File: src/rtl/dcnt_pkg.sv
package dcnt_pkg;

    localparam int QUIN_MOD = 5;
    localparam int QUIN_W   = $clog2(QUIN_MOD);

    typedef enum logic [1:0] {
        MODE_BCD   = 2'd0,
        MODE_BIQ   = 2'd1,
        MODE_SPLIT = 2'd2
    } mode_t;

    typedef struct packed {
        logic [QUIN_W-1:0] quin;
        logic              bin;
    } count_t;

    function automatic logic [QUIN_W-1:0] quin_next(input logic [QUIN_W-1:0] v);
        return (v == QUIN_W'(QUIN_MOD - 1)) ? '0 : v + 1'b1;
    endfunction

    function automatic logic [QUIN_W-1:0] quin_top();
        return QUIN_W'(QUIN_MOD - 1);
    endfunction

endpackage

File: src/rtl/dcnt_fall_det.sv
module dcnt_fall_det #(
    parameter int STAGES = 2
) (
    input  logic clk,
    input  logic rst,
    input  logic raw,
    output logic fall
);
    logic [STAGES:0] pipe;

    always_ff @(posedge clk) begin
        if (rst) pipe <= '0;
        else     pipe <= {pipe[STAGES-1:0], raw};
    end

    assign fall = pipe[STAGES] & ~pipe[STAGES-1];
endmodule

File: src/rtl/dcnt_div2.sv
module dcnt_div2 (
    input  logic clk,
    input  logic rst,
    input  logic set,
    input  logic clr,
    input  logic adv,
    output logic q,
    output logic carry
);
    always_ff @(posedge clk) begin
        if (rst) begin
            q     <= 1'b0;
            carry <= 1'b0;
        end else begin
            carry <= 1'b0;
            if (set)      q <= 1'b1;
            else if (clr) q <= 1'b0;
            else if (adv) begin
                q     <= ~q;
                carry <= q;
            end
        end
    end

    p_hold_r2: assert property (@(posedge clk) disable iff (rst)
        (!set && !clr && !adv) |=> $stable(q));
    p_preset_r7: assert property (@(posedge clk) disable iff (rst)
        set |=> q);
endmodule

File: src/rtl/dcnt_div5.sv
module dcnt_div5
    import dcnt_pkg::*;
(
    input  logic              clk,
    input  logic              rst,
    input  logic              set,
    input  logic              clr,
    input  logic              adv,
    output logic [QUIN_W-1:0] quin,
    output logic              carry
);
    always_ff @(posedge clk) begin
        if (rst) begin
            quin  <= '0;
            carry <= 1'b0;
        end else begin
            carry <= 1'b0;
            if (set)      quin <= quin_top();
            else if (clr) quin <= '0;
            else if (adv) begin
                quin  <= quin_next(quin);
                carry <= (quin == quin_top());
            end
        end
    end

    p_range_r3: assert property (@(posedge clk) disable iff (rst)
        quin <= quin_top());
    p_hold_r3: assert property (@(posedge clk) disable iff (rst)
        (!set && !clr && !adv) |=> $stable(quin));
endmodule

File: src/rtl/dcnt_decade.sv
module dcnt_decade
    import dcnt_pkg::*;
#(
    parameter int SYNC_STAGES = 2
) (
    input  logic       clk,
    input  logic       rst,
    input  logic       cnt0_i,
    input  logic       cnt1_i,
    input  logic [1:0] mode_i,
    input  logic       clr_a_i,
    input  logic       clr_b_i,
    input  logic       nine_a_i,
    input  logic       nine_b_i,
    output logic [3:0] q_o
);
    localparam int NCH = 2;

    logic [NCH-1:0] raw_in, fall;
    logic           set_c, clr_c;
    logic           adv0, adv1, carry2, carry5;
    count_t         st;
    mode_t          mode;

    assign raw_in = {cnt1_i, cnt0_i};
    assign mode   = (mode_i == 2'd0) ? MODE_BCD :
                    (mode_i == 2'd1) ? MODE_BIQ : MODE_SPLIT;

    for (genvar i = 0; i < NCH; i++) begin : g_sync
        dcnt_fall_det #(.STAGES(SYNC_STAGES)) u_det (
            .clk (clk),
            .rst (rst),
            .raw (raw_in[i]),
            .fall(fall[i])
        );
    end

    assign set_c = nine_a_i & nine_b_i;
    assign clr_c = clr_a_i & clr_b_i & ~set_c;

    assign adv0 = (mode == MODE_BIQ) ? carry5 : fall[0];
    assign adv1 = (mode == MODE_BCD) ? carry2 : fall[1];

    dcnt_div2 u_div2 (
        .clk  (clk),
        .rst  (rst),
        .set  (set_c),
        .clr  (clr_c),
        .adv  (adv0),
        .q    (st.bin),
        .carry(carry2)
    );

    dcnt_div5 u_div5 (
        .clk  (clk),
        .rst  (rst),
        .set  (set_c),
        .clr  (clr_c),
        .adv  (adv1),
        .quin (st.quin),
        .carry(carry5)
    );

    assign q_o = st;

    p_clear_r6: assert property (@(posedge clk) disable iff (rst)
        (clr_a_i && clr_b_i && !(nine_a_i && nine_b_i)) |=> (q_o == 4'b0000));
    p_preset_r7: assert property (@(posedge clk) disable iff (rst)
        (nine_a_i && nine_b_i) |=> (q_o == 4'b1001));
    p_reset_r1: assert property (@(posedge clk)
        rst |=> (q_o == 4'b0000));
endmodule

File: config.mk
export PLATFORM = sky130hd
export DESIGN_NAME = dcnt_decade
export DESIGN_NICKNAME = d
export VERILOG_FILES = /design/src/rtl/dcnt_pkg.sv /design/src/rtl/dcnt_fall_det.sv /design/src/rtl/dcnt_div2.sv /design/src/rtl/dcnt_div5.sv /design/src/rtl/dcnt_decade.sv
export SDC_FILE = /design/constraint.sdc
export NUM_CORES = 1
export LEC_CHECK = 0
export BUFFER_PORTS_ARGS = -buffer_cell sky130_fd_sc_hd__buf_2
export CAP_MARGIN = 25
export CORE_AREA = 2 2 39 41
export DETAILED_ROUTE_END_ITERATION = 8
export DIE_AREA = 0 0 41 43
export SLEW_MARGIN = 5
export SYNTH_ARGS = -nofsm -noshare
export SYNTH_HDL_FRONTEND = slang
export SYNTH_SLANG_ARGS = --single-unit
File: constraint.sdc
create_clock -name clk -period 1.75 [get_ports clk]
set_input_delay 0.175 -clock clk [delete_from_list [all_inputs] [get_ports clk]]
set_output_delay 0.175 -clock clk [all_outputs]
set_load 0.005 [all_outputs]
==> run summary <==
=================================================================================
Endpoint class of the critical path                                          flop
Syn avg cell area                                                       10.4 um^2
Yosys reg bits                                                                 12
Total clock buffers created by CTS                                              3
Final setup violation count                                                     0
Number of pins with negative max-slew slack in the final report                 0
Area of the die                                                      0.00176 mm^2
RSZ-0062 raised after global routing                                        false
Share of post-route cells with drive strength above 1                       32.3%
Minimum setup slack after placement                                        488 ps
Via total after detailed routing                                              364
Number of max-cap violations                                                    0
Count of nets left with antenna violations after detail routing                 0
Max stage delay cell, worst path                                     sky130_fd_sc_hd__dfxtp_1
I/O Pins                                                                       14
CP cell instances                                                    inv_1 > ha_1 > nand2_1 > or3b_1 > a21oi_2
PnR Total Power                                                          0.540 mW
Routed Wire Length                                                         726 um
Data arrival time at the worst-slack endpoint                             1480 ps
Max H-tree Level                                                                1
Status                                                                  completed
Fraction of the yosys area taken by sequential cells                        50.1%
Total setup buffers inserted after CTS                                          0
DR vias/cell                                                                 4.67
Commonest non-fill, non-tap cell in the layout                       sky130_fd_sc_hd__buf_2
Final sum of negative setup slack                                            0 ps
Global-route wire length before repair                                    1180 um
Kind of cell with the highest combined delay on the critical path    simple AND/OR/NAND/NOR gates
Floorplan row count                                                            14
Layout Area Growth over Synthesis                                           23.8%
Placeable core region                                                0.00138 mm^2
Die Height                                                                  43 um
Clock skew after layout                                                   1.85 ps
Syn Inst Count                                                                 46
Class of the tightest hold or removal check                          input port to flop
Startpoint type of the worst setup path                                      flop
Actual slew at the worst max-slew pin                                      363 ps
Hold slack                                                                 117 ps
Endpoints failing hold                                                          0
Detailed Place HPWL                                                        563 um
Final critical-path share of the clock period                               73.2%
Fin crit period                                                           1280 ps
Via count of the first global-routing pass                                    314
Worst Path Max Fanout                                                           5
DRC violation total after the first TritonRoute iteration                       1
Number of gates given a new drive strength after cts                            0
Leading cell types in the layout, fill and taps excluded             sky130_fd_sc_hd__buf_2, sky130_fd_sc_hd__dfxtp_1, sky130_fd_sc_hd__nor2b_1
Slew headroom                                                               75.3%
Number of port buffers                                                         13
Number of optimization iterations in the first detailed-route pass              2
Distinct cell type count of the synthesized netlist                            21
Hold_buf cts                                                                    0
Achievable Freq                                                           781 MHz
Mapped Area                                                              479 um^2
Number of nets at the end of the flow                                          75
Maximum buffer depth of the clock tree                                          2
Clock tree from TritonCTS                                                    done
Worst path required time                                                  1950 ps
Syn Nets                                                                       58
Initial core utilization                                                    34.6%
GR Util All Layers                                                          10.0%
Overflow after GRT                                                              0
Type of the worst setup path                                         flop to flop
Worst-path clk slew                                                         70 ps
R2R Setup Slk                                                              470 ps
Pin count of the biggest net entering global routing                           10
Final setup margin                                                         469 ps
DRC errors left                                                                 0
Antenna cell count                                                              0
Power Dens Cells                                                      911 mW/mm^2
Peak supply drop                                                         0.364 mV
Delay of the slowest cell on the worst path                                390 ps
Chip Width                                                                  41 um
Number of antenna violations at the first check in global routing               0
Worst skew pair latency                                                    260 ps
Combined buffer and inverter count along the critical path                      1
Leakage power of the design                                              0.264 nW
# clock sinks                                                                  12
Mean routed wirelength per cell                                           9.31 um
Synth Warn #                                                                    0
Routability-driven placement congestion ratio                               0.763
Root Driver                                                          sky130_fd_sc_hd__clkbuf_4
=================================================================================
-- worst paths after layout --
| kind | startpoint | endpoint | cells past startpoint |
|---|---|---|---|
| min | cnt1_i | g_sync[1].u_det.pipe[0] | 2 |
| min reg2reg | g_sync[0].u_det.pipe[0] | g_sync[0].u_det.pipe[1] | 1 |
| max | u_div5.quin[0] | u_div5.quin[0] | 5 |
| max reg2reg | u_div5.quin[0] | u_div5.quin[0] | 5 |
-- report_power, final --
part,internal [mW],leakage (nW),total [mW],switching [mW]
clock network,0.126,0.0210,0.211,0.0851
logic,0.0228,0.145,0.0420,0.0192
registers,0.282,0.0982,0.287,0.00464
total,0.431,0.264,0.540,0.109
-- worst reg2reg max path, cell delays in order, from the launching register on --
cell,delay (ps)
sky130_fd_sc_hd__dfxtp_1,390
sky130_fd_sc_hd__inv_1,70
sky130_fd_sc_hd__ha_1,210
sky130_fd_sc_hd__nand2_1,80
sky130_fd_sc_hd__or3b_1,360
sky130_fd_sc_hd__a21oi_2,110
-- final cells by class --
cell class | instances | area, um^2
clock buffer | 4 | 36.3
sequential | 12 | 240
timing repair buffer | 13 | 65.1
inverter | 2 | 7.51
multi-input combinational | 31 | 224
fill | 135 | 791
tap | 16 | 20.0
-- routing by layer --
layer,share of wire (%),vias to the layer above,GRT usage (%)
li1,-,185,-
met1,48,165,14.1
met2,44,12,12.8
met3,6.9,2,1.57
met4,0.96,0,8.00
met5,0,-,0
-- registers in the layout (all words and copies together), names as in the netlist --
| register | cells |
|---|---|
| u_div5.carry | 1 |
| u_div2.carry | 1 |
| g_sync.u_det.pipe | 6 |
| u_div5.quin | 3 |
| u_div2.q | 1 |
-- per-stage QoR --
stage | instance area (um^2) | util [%] | cells
3_5_place_dp | 557 | 40.2 | 74
2_1_floorplan | 479 | - | 46
4_1_cts | 593 | 42.9 | 78
6_report | 593 | 42.9 | 78
5_1_grt | 593 | 42.9 | 78
3_3_place_gp | 557 | 40.2 | 74
-- synthesized netlist by cell type, drive strengths merged --
| cell type | instances | area [um^2] |
|---|---|---|
| a21oi | 2 | 13.8 |
| and2b | 1 | 7.51 |
| buf | 1 | 7.51 |
| dfxtp | 12 | 240 |
| ha | 2 | 25.0 |
| inv | 2 | 7.51 |
| mux2i | 3 | 33.8 |
| nand2 | 4 | 15.0 |
| nand2b | 1 | 6.26 |
| nand4bb | 1 | 11.3 |
| nor2 | 3 | 13.8 |
| nor2b | 7 | 43.8 |
| nor3 | 1 | 5.00 |
| nor3b | 1 | 7.51 |
| o211ai | 2 | 15.0 |
| o2bb2ai | 1 | 8.76 |
| or3b | 1 | 8.76 |
| xnor2 | 1 | 8.76 |
-- cell families (layout without fill, tap and decap cells) --
logic type	Yosys count	count (layout)	share of synthesized area, %
DFF	12	12	50.1
and+or+nand+nor	20	20	24.8
xor gates and xnor gates	1	1	1.83
adders and majority gates	2	2	5.22
AOI/OAI and AO/OA	5	5	7.83
muxes	3	3	7.05
buffers and inverters	3	19	3.13
(Power assumes the default switching activity.)
